==> config.mk <==
export PLATFORM = sky130hd
export DESIGN_NAME = oneshot_pulse
export DESIGN_NICKNAME = d
export VERILOG_FILES = /design/src/rtl/oneshot_pkg.sv /design/src/rtl/os_sync.sv /design/src/rtl/os_edge.sv /design/src/rtl/os_gate.sv /design/src/rtl/os_timer.sv /design/src/rtl/oneshot_pulse.sv
export SDC_FILE = /design/constraint.sdc
export NUM_CORES = 1
export LEC_CHECK = 0
export BUFFER_PORTS_ARGS = -buffer_cell sky130_fd_sc_hd__buf_2
export CAP_MARGIN = 20
export CORE_ASPECT_RATIO = 0.75
export CORE_UTILIZATION = 40
export CTS_BUF_LIST = sky130_fd_sc_hd__clkbuf_4 sky130_fd_sc_hd__clkbuf_8 sky130_fd_sc_hd__clkbuf_16
export DETAILED_ROUTE_END_ITERATION = 8
export MAX_ROUTING_LAYER = met4
export SYNTH_ARGS = -nofsm -noshare
export SYNTH_HDL_FRONTEND = slang
export SYNTH_SLANG_ARGS = --single-unit
==> constraint.sdc <==
create_clock -name clk -period 4.2 [get_ports clk]
set_input_delay 0.21 -clock clk [delete_from_list [all_inputs] [get_ports clk]]
set_output_delay 0.21 -clock clk [all_outputs]
set_load 0.05 [all_outputs]
==> src/rtl/oneshot_pkg.sv <==
package oneshot_pkg;

    typedef enum logic [1:0] {
        ST_IDLE  = 2'd0,
        ST_PULSE = 2'd1,
        ST_HELD  = 2'd2
    } os_state_e;

    localparam int IN_NUM = 3;
    localparam int IN_FALL = 0;
    localparam int IN_RISE = 1;
    localparam int IN_CLR = 2;

    // quiet levels: fall trigger high, rise trigger low, clear released
    localparam logic [IN_NUM-1:0] IN_IDLE_LVL = 3'b101;

endpackage

==> src/rtl/os_sync.sv <==
module os_sync #(
    parameter int N = 3,
    parameter int STAGES = 2,
    parameter logic [N-1:0] INIT = '0
) (
    input  logic         clk,
    input  logic         rst_n,
    input  logic [N-1:0] raw_i,
    output logic [N-1:0] sync_o
);

    logic [N-1:0] chain_q [STAGES];

    generate
        for (genvar s = 0; s < STAGES; s++) begin : g_stage
            if (s == 0) begin : g_first
                always_ff @(posedge clk or negedge rst_n) begin
                    if (!rst_n) chain_q[s] <= INIT;
                    else        chain_q[s] <= raw_i;
                end
            end else begin : g_next
                always_ff @(posedge clk or negedge rst_n) begin
                    if (!rst_n) chain_q[s] <= INIT;
                    else        chain_q[s] <= chain_q[s-1];
                end
            end
        end
    endgenerate

    assign sync_o = chain_q[STAGES-1];

endmodule

==> src/rtl/os_edge.sv <==
module os_edge #(
    parameter int N = 3,
    parameter logic [N-1:0] INIT = '0
) (
    input  logic         clk,
    input  logic         rst_n,
    input  logic [N-1:0] lvl_i,
    output logic [N-1:0] rise_o,
    output logic [N-1:0] fall_o
);

    logic [N-1:0] prev_q;

    always_ff @(posedge clk or negedge rst_n) begin
        if (!rst_n) prev_q <= INIT;
        else        prev_q <= lvl_i;
    end

    generate
        for (genvar i = 0; i < N; i++) begin : g_bit
            always_comb begin
                rise_o[i] = lvl_i[i] & ~prev_q[i];
                fall_o[i] = ~lvl_i[i] & prev_q[i];
            end
        end
    endgenerate

endmodule

==> src/rtl/os_gate.sv <==
module os_gate
    import oneshot_pkg::*;
(
    input  logic              clk,
    input  logic              rst_n,
    input  logic [IN_NUM-1:0] lvl_i,
    input  logic [IN_NUM-1:0] rise_i,
    input  logic [IN_NUM-1:0] fall_i,
    output logic              fire_o
);

    logic hit_fall, hit_rise, hit_clr;

    always_comb begin
        hit_fall = fall_i[IN_FALL] & lvl_i[IN_RISE] & lvl_i[IN_CLR];
        hit_rise = rise_i[IN_RISE] & ~lvl_i[IN_FALL] & lvl_i[IN_CLR];
        hit_clr  = rise_i[IN_CLR] & ~lvl_i[IN_FALL] & lvl_i[IN_RISE];
        fire_o   = hit_fall | hit_rise | hit_clr;
    end

    // a falling edge with the rise input low never fires
    assert_fall_gated_R3: assert property (@(posedge clk) disable iff (!rst_n)
        (fall_i[IN_FALL] && !lvl_i[IN_RISE] && !rise_i[IN_CLR]) |-> !fire_o);

    // nothing fires while clear is low
    assert_clear_blocks_R6: assert property (@(posedge clk) disable iff (!rst_n)
        !lvl_i[IN_CLR] |-> !fire_o);

endmodule

==> src/rtl/os_timer.sv <==
module os_timer
    import oneshot_pkg::*;
#(
    parameter int CNT_W = 8
) (
    input  logic             clk,
    input  logic             rst_n,
    input  logic             fire_i,
    input  logic             clr_lvl_i,
    input  logic [CNT_W-1:0] width_i,
    output logic             pulse_o,
    output logic             pulse_n_o
);

    localparam logic [CNT_W-1:0] CNT_ZERO = '0;
    localparam logic [CNT_W-1:0] CNT_ONE = CNT_W'(1);

    os_state_e        state_q, state_d;
    logic [CNT_W-1:0] cnt_q, cnt_d;
    logic             width_zero;

    always_comb width_zero = (width_i == CNT_ZERO);

    always_ff @(posedge clk or negedge rst_n) begin
        if (!rst_n) begin
            state_q <= ST_IDLE;
            cnt_q   <= CNT_ZERO;
        end else begin
            state_q <= state_d;
            cnt_q   <= cnt_d;
        end
    end

    always_comb begin
        state_d = state_q;
        cnt_d   = cnt_q;
        unique case (state_q)
            ST_IDLE: begin
                if (!clr_lvl_i) begin
                    state_d = ST_HELD;
                end else if (fire_i && !width_zero) begin
                    state_d = ST_PULSE;
                    cnt_d   = width_i - CNT_ONE;
                end
            end
            ST_PULSE: begin
                if (!clr_lvl_i) begin
                    state_d = ST_HELD;
                    cnt_d   = CNT_ZERO;
                end else if (fire_i) begin
                    if (width_zero) begin
                        state_d = ST_IDLE;
                        cnt_d   = CNT_ZERO;
                    end else begin
                        cnt_d = width_i - CNT_ONE;
                    end
                end else if (cnt_q == CNT_ZERO) begin
                    state_d = ST_IDLE;
                end else begin
                    cnt_d = cnt_q - CNT_ONE;
                end
            end
            ST_HELD: begin
                if (!clr_lvl_i) begin
                    state_d = ST_HELD;
                end else if (fire_i && !width_zero) begin
                    state_d = ST_PULSE;
                    cnt_d   = width_i - CNT_ONE;
                end else begin
                    state_d = ST_IDLE;
                end
            end
            default: begin
                state_d = ST_IDLE;
                cnt_d   = CNT_ZERO;
            end
        endcase
    end

    always_comb begin
        pulse_o   = (state_q == ST_PULSE);
        pulse_n_o = (state_q != ST_PULSE);
    end

    // a load with non-zero width enters the pulse with width-1 left
    assert_load_full_R4: assert property (@(posedge clk) disable iff (!rst_n)
        (fire_i && !width_zero) |=> (state_q == ST_PULSE && cnt_q == $past(width_i) - CNT_ONE));

    // without a trigger the count steps down by one
    assert_count_step_R4: assert property (@(posedge clk) disable iff (!rst_n)
        (state_q == ST_PULSE && !fire_i && clr_lvl_i && cnt_q != CNT_ZERO)
            |=> (state_q == ST_PULSE && cnt_q == $past(cnt_q) - CNT_ONE));

    // terminal count ends the pulse
    assert_terminal_end_R4: assert property (@(posedge clk) disable iff (!rst_n)
        (state_q == ST_PULSE && !fire_i && clr_lvl_i && cnt_q == CNT_ZERO) |=> state_q == ST_IDLE);

    // a zero-width trigger leaves no pulse
    assert_zero_width_R8: assert property (@(posedge clk) disable iff (!rst_n)
        (fire_i && width_zero) |=> !pulse_o);

    // a low clear level forces the held state
    assert_clear_hold_R6: assert property (@(posedge clk) disable iff (!rst_n)
        !clr_lvl_i |=> (state_q == ST_HELD));

    // a pulse only begins after a fire
    assert_start_on_fire_R1: assert property (@(posedge clk) disable iff (!rst_n)
        $rose(pulse_o) |-> $past(fire_i));

endmodule

==> src/rtl/oneshot_pulse.sv <==
module oneshot_pulse
    import oneshot_pkg::*;
#(
    parameter int CNT_W = 8,
    parameter int SYNC_STAGES = 2
) (
    input  logic             clk,
    input  logic             rst_n,
    input  logic             fall_trig,
    input  logic             rise_trig,
    input  logic             clear_n,
    input  logic [CNT_W-1:0] width_in,
    output logic             q_out,
    output logic             qn_out
);

    logic [IN_NUM-1:0] raw_in, lvl, rise, fall;
    logic              fire;

    always_comb begin
        raw_in           = '0;
        raw_in[IN_FALL]  = fall_trig;
        raw_in[IN_RISE]  = rise_trig;
        raw_in[IN_CLR]   = clear_n;
    end

    os_sync #(.N(IN_NUM), .STAGES(SYNC_STAGES), .INIT(IN_IDLE_LVL)) u_sync (
        .clk    (clk),
        .rst_n  (rst_n),
        .raw_i  (raw_in),
        .sync_o (lvl)
    );

    os_edge #(.N(IN_NUM), .INIT(IN_IDLE_LVL)) u_edge (
        .clk    (clk),
        .rst_n  (rst_n),
        .lvl_i  (lvl),
        .rise_o (rise),
        .fall_o (fall)
    );

    os_gate u_gate (
        .clk    (clk),
        .rst_n  (rst_n),
        .lvl_i  (lvl),
        .rise_i (rise),
        .fall_i (fall),
        .fire_o (fire)
    );

    os_timer #(.CNT_W(CNT_W)) u_timer (
        .clk       (clk),
        .rst_n     (rst_n),
        .fire_i    (fire),
        .clr_lvl_i (lvl[IN_CLR]),
        .width_i   (width_in),
        .pulse_o   (q_out),
        .pulse_n_o (qn_out)
    );

    // reset holds the output low
    assert_reset_low_R11: assert property (@(posedge clk) !rst_n |-> !q_out);

endmodule

==> results of run 1 <==
flip-flops by register name, summed over array words and instances (netlist names):
register and cells:
u_timer.cnt_q 8, u_edge.prev_q 3, u_sync.chain_q 3, u_sync.sync_o 3
u_timer.state_q 2
kinds of logic (layout without fill, tap and decap cells):
logic type | Yosys count | count (layout) | share of synthesized area, %
XOR/XNOR | 11 | 11 | 8.74
AO/OA/AOI/OAI | 16 | 16 | 12.6
adder cells (fa/ha/maj) | 3 | 3 | 3.41
multiplexers | 8 | 8 | 10.4
flip-flops | 19 | 19 | 43.8
AND/OR/NAND/NOR | 31 | 31 | 18.6
buffers and inverters | 7 | 29 | 2.38
routing by layer:
metal | up-vias | GRT usage [%] | share of wire [%]
li1 | 384 | - | -
met1 | 364 | 18.0 | 48
met2 | 14 | 24.6 | 48
met3 | 0 | 4.29 | 3.3
met4 | 0 | 4.19 | 0
met5 | - | - | 0
power by group:
group          leakage, nW  internal [mW]  switching (mW)  total (mW)
logic                0.282         0.0804          0.0579       0.138
clock network       0.0177         0.0355          0.0562      0.0917
registers            0.219          0.215          0.0369       0.252
total                0.518          0.331           0.151       0.482
synthesized netlist by cell type:
cell type | number | area, um^2
nor3_2 | 1 | 10.0
nand2b_1 | 1 | 6.26
nand3_4 | 1 | 17.5
nor4b_1 | 1 | 8.76
and3b_1 | 1 | 8.76
nand3b_1 | 2 | 15.0
ha_1 | 3 | 37.5
a211oi_1 | 3 | 22.5
nor4_4 | 1 | 21.3
xnor2_1 | 7 | 61.3
or3_1 | 1 | 6.26
nand3_1 | 2 | 10.0
dfstp_2 | 6 | 158
a21oi_1 | 2 | 10.0
nor3_4 | 1 | 16.3
mux2_4 | 7 | 105
nor4_1 | 1 | 6.26
inv_1 | 7 | 26.3
a21oi_4 | 1 | 16.3
nor3_1 | 3 | 15.0
nor3b_1 | 2 | 15.0
mux2i_1 | 1 | 10.0
a21bo_2 | 1 | 10.0
dfrtp_1 | 13 | 325
nor2_1 | 6 | 22.5
o22ai_1 | 7 | 43.8
a41oi_4 | 1 | 27.5
a21oi_2 | 1 | 8.76
xor2_1 | 4 | 35.0
nand2_1 | 7 | 26.3
cell usage in the layout, fill, tap and decap left out, types with 2 or more instances in the layout:
cell type       n
clkbuf_4        3
a21oi_1         2
dfrtp_1        13
inv_1           7
o22ai_1         7
xnor2_1         7
nand2_1         7
nor3_1          3
nor3b_1         2
xor2_1          4
ha_1            3
nand3_1         2
nor2_1          6
mux2_4          7
nand3b_1        2
buf_2          14
dfstp_2         6
a211oi_1        3
dlygate4sd3_1   4
worst register-to-register path, delay by kind of cell (launching register included):
| kind | cells | cell delay (ps) |
|---|---|---|
| flops | 1 | 530 |
| mux | 1 | 340 |
| compound gates | 1 | 350 |
| simple gates | 3 | 620 |
final cells by class:
class / count / area share (%)
Clock buffer: 3 / 1.75
Clock inverter: 1 / 0.389
Inverter: 7 / 2.04
Multi-Input combinational cell: 69 / 46.2
Sequential cell: 19 / 37.6
Tap cell: 36 / 3.51
Timing Repair Buffer: 18 / 8.57
worst max-delay path by stage:
stage	to	depth (start not counted)
3_5_place_dp	u_timer.cnt_q[6]$_DFFE_PN0P_	5
3_3_place_gp	u_timer.cnt_q[4]$_DFFE_PN0P_	5
2_1_floorplan	u_timer.cnt_q[2]$_DFFE_PN0P_	6
4_1_cts	u_timer.cnt_q[0]$_DFFE_PN0P_	5
5_1_grt	u_timer.cnt_q[6]$_DFFE_PN0P_	5
6_report	u_timer.cnt_q[0]$_DFFE_PN0P_	5
repair_timing:
action,4_1_cts,5_1_grt
endpoints found under the setup margin,0,0
hold buffers,3,1
endpoints found under the hold margin,15,1
==> qor.yml, run 1 <==
power.leakage_nw: 0.518
fin_ws_ps: 2250
stdcell_area_um2: 1280
path_clk_slew_ps: 120
io_buffers: 14
regArea_um2: 483
vdd_drop_max_mv: 0.196
timing.hold.ws_ps: 339
synth_area_um2: 1100
syn_area_per_cell_um2: 11.6
ys_ff_latch: 19
nNetsFinal: 134
dp_cells: 145
rsz0062_at_grt: "false"
crit_slowest_cell: "dfstp_2"
die_y_um: 47.5
r2r_slack_ps: 2250
first_global_vias: 687
gp_congestion: 0.748
route.detailed.vias_per_inst: 4.98
die-area_um2: 2970
multi_input_area_um2: 593
post_cts_resized: 0
fillers: 254
post_cts_buffers: 0
io_pins: 15
cts_tree: "yes"
antenna_found_initial: 0
power_density_nw_per_um2: 375
slew_violations: 0
hold_path_class: "register to register"
root_buffer: "clkbuf_4"
cts_inserted_buffers: 3
period_needed_ps: 1950
clock-sinks: 19
num_vias: 762
first_pass_iters: 4
route.detailed.drc: 0
max_stage_delay_ps: 530
tightest_slew_ps: 421
cp.arrival_ps: 2130
die_w_um: 62.6
post-route-util_pct: 49.4
htree_num_levels: 1
drtIter0Drc: 37
clock_skew_ps: 16.9
grt_max_degree: 20
hold_viol_final: 0
crit_start: "u_edge.prev_q[0]$_DFF_PN1_"
start_util_pct: 42.4
critical_path_class: "register to register"
maxSlewHeadroom_pct: 71.8
ys_seq_area_share_pct: 43.8
ys_types: 30
cp_cell_sequence: "and3b_1, nor3_4, nor2_1, a21oi_4, mux2_4"
drive_gt1_share_pct: 33.3
area.growth.synth_to_final_pct: 16.6
setup_viol: 0
cts_buffer_depth: 2
holdPathStages: 0
setup_tns_ps: 0
pre_cts_ws_ps: 2260
maxCapViolations: 0
fmax_mhz: 513
critPathBufInv: 0
crit_fanout: 8
placed_cell_area_um2: 1220
yosysWarnings: 0
drtAntennaViolNets: 0
min_from: "u_sync.chain_q[5]$_DFF_PN1_"
rows: 16
core_area_um2: 2600
power_uw: 482
critPathRequiredTime_ps: 4380
grt_usage_pct: 14.8
fin_cells: 153
r2r-start: "u_edge.prev_q[0]$_DFF_PN1_"
wl_mm: 1.90
start_kind: "register"
cpLargestDelayFamily: "simple AND/OR/NAND/NOR gates"
synth.net_count: 111
clkLatencyLatePin_ps: 300
r2r-end: "u_timer.cnt_q[0]$_DFFE_PN0P_"
diodes: 0
grt_pass1_wl_mm: 3.09
hold_end: "u_sync.sync_o[2]$_DFF_PN1_"
overflow: 0
crit_path_end_kind: "register"
reg2reg_depth: 5
wl_per_cell_um: 12.4
dp_hpwl_mm: 1.47
run_status: "completed"
netlist_instances: 95
period_share_pct: 46.4
No activity file was read; power rests on OpenSTA's default activity.
==> run 2, diff against run 1 <==
Clock period 4.2 ns to 1.9 ns, I/O delays scaled along.
==> run 2 against run 1 <==
Setup slack got worse by 2200 ps. Global-route usage is 2.7 points higher. Largest power group unchanged. Fmax grew 6.8%. Final cell count rose by 7.2%. Wire length up 17%. Highest routed layer unchanged. Register-to-register slack lost 2200 ps. Clock skew decreased by 8.5 ps. Hold slack got worse by 80 ps. Total power grew 140%. Non-clock buffer count is 11 higher. First-iteration DRC count decreased by 54%.
==> qor.yml, run 2 (synthesized netlist as in run 1, its figures left out) <==
hold_viol_final: 0  # unchanged
run_status: "completed"
placed_cell_area_um2: 1320  # +8.6%
crit_fanout: 7  # -1
largest_register: "u_timer.cnt_q"
cts_inserted_buffers: 3  # unchanged
critPathRequiredTime_ps: 2090  # -2290 ps
htree_num_levels: 1  # unchanged
dp_hpwl_mm: 1.68  # +14%
period_needed_ps: 1830  # -123 ps
path_clk_slew_ps: 120  # about the same
first_global_vias: 814  # +18%
gp_congestion: 0.799  # +6.9%
switchingPower_uw: 358  # +140%
power_mw: 1.14  # +140%
root_buffer: "clkbuf_4"
wl_mm: 2.22  # +17%
die_w_um: 62.6  # unchanged
setup_viol: 0  # unchanged
setup_tns_ps: 0  # unchanged
power.leakage_nw: 0.571  # +10%
wl_per_cell_um: 13.5  # +8.9%
clock-sinks: 19  # unchanged
vdd_drop_max_mv: 0.491  # +150%
clock_skew_ps: 8.42  # -8.47 ps
num_vias: 786  # +3.1%
crit_path_end_kind: "register"
grt_pass1_wl_mm: 3.73  # +21%
regArea_um2: 484  # +0.26%
diodes: 0  # unchanged
power_density_nw_per_um2: 811  # +120%
rsz0062_at_grt: "true"
internal-power_uw: 785  # +140%
cp.arrival_ps: 2010  # -120 ps
io_pins: 15  # unchanged
drtIter0Drc: 17  # -54%
mostFrequentLayoutCells: "buf_2, dfrtp_1, buf_4"
hold_path_class: "input port to async pin"
globalRouteMet1Util_pct: 20.5  # +2.5 points
start_kind: "register"
maxCapViolations: 0  # unchanged
period_share_pct: 96.1  # +50 points
start_util_pct: 42.4  # unchanged
drive_gt1_share_pct: 44.5  # +11 points
layout_commonest_cell: "buf_2"
area.growth.synth_to_final_pct: 27.8
fmax_mhz: 548  # +6.8%
io_buffers: 14  # unchanged
rows: 16  # unchanged
nNetsFinal: 145  # +8.2%
cts_tree: "yes"
die_y_um: 47.5  # unchanged
sw_frac_of_total_pct: 31.3  # about the same
grt_max_degree: 20  # unchanged
stdcell_area_um2: 1410  # +9.6%
critical_path_class: "register to register"
tightest_slew_ps: 443  # +22.1 ps
cts_buffer_depth: 2  # unchanged
power_frac_seq_pct: 47.1  # -5.2 points
core_area_um2: 2600  # unchanged
first_pass_iters: 4  # unchanged
route.detailed.vias_per_inst: 4.79  # -3.8%
maxSlewHeadroom_pct: 70.5  # -1.3 points
clkLatencyLatePin_ps: 300  # about the same
overflow: 0  # unchanged
route.detailed.drc: 0  # unchanged
slew_violations: 0  # unchanged
busiest_layer: "met2"
multi_input_area_um2: 617  # +4.0%
clkPwrFrac_pct: 18.0  # -1.0 points
met2_usage_pct: 32.2  # +7.6 points
drtAntennaViolNets: 0  # unchanged
die-area_um2: 2970  # unchanged
antenna_found_initial: 0  # unchanged
fillers: 215  # -15%
met3_usage_pct: 4.29  # unchanged
largest_reg_flops: 8  # unchanged
grt_usage_pct: 17.4  # +2.7 points
p_comb_share_pct: 34.9  # +6.2 points
==> run 2: timing repair <==
item                                    in CTS  in global routing
endpoints found under the setup margin       2                  8
gates resized for setup                      0                  2
hold endpoints to repair                    16                  0
hold buffers                                 4                  0
pin swaps                                    1                  1
buffers inserted                             1                  0
==> run 2: final cells by class <==
type                       instances  area share (%)
multi-input combinational         69            43.8
sequential                        19            34.4
timing repair buffer              29            14.6
tap                               36            3.20
inverter                           7            2.13
clock buffer                       3            1.60
clock inverter                     1           0.355
==> run 2: power groups by stage <==
stage               combinational (mW)  sequential [mW]  clock, mW
CTS                              0.398            0.533      0.217
global route                     0.438            0.550      0.235
global placement                 0.382            0.534          0
detailed placement               0.389            0.540          0
finish                           0.399            0.538      0.206
floorplan                        0.247            0.543          0
==> run 2: final timing paths <==
path,slack (ps),cells after the start,endpoint,start
worst min-delay path,260,2,u_sync.chain_q[4]$_DFF_PN0_,rst_n
worst max register to register,70,6,u_timer.cnt_q[2]$_DFFE_PN0P_,u_edge.prev_q[2]$_DFF_PN1_
worst min register to register,360,0,u_sync.sync_o[1]$_DFF_PN0_,u_sync.chain_q[4]$_DFF_PN0_
worst max-delay path,70,6,u_timer.cnt_q[2]$_DFFE_PN0P_,u_edge.prev_q[2]$_DFF_PN1_
max in group asynchronous,1300,2,u_sync.sync_o[2]$_DFF_PN1_,rst_n
min in group clk,280,3,u_timer.cnt_q[0]$_DFFE_PN0P_,width_in[0]
==> run 2: per-layer routing <==
layer	wire (um)	vias to the layer above
met5	0	-
met4	0	0
met3	38	0
met2	1100	3
met1	1080	377
li1	-	406
==> run 2: metrics by stage <==
stage / worst slack [ps] / util [%] / std cells / hold slack [ps]
floorplan: -33.8 / - / 95 / -201
detailed placement: 21.9 / 50.8 / 155 / 62.3
finish: 73.6 / 54.1 / 164 / 259
global placement: 64.6 / 50.8 / 155 / 60.4
global route: -19.4 / 54.1 / 164 / 288
CTS: 16.7 / 53.7 / 164 / 255
==> run 2: worst max-delay path, stage by stage, from the launching register on <==
cell     delay (ps)
dfstp_2         540
and3b_1         230
nor3_4           70
buf_4           140
a41oi_4         330
o22ai_1         150
mux2_4          270
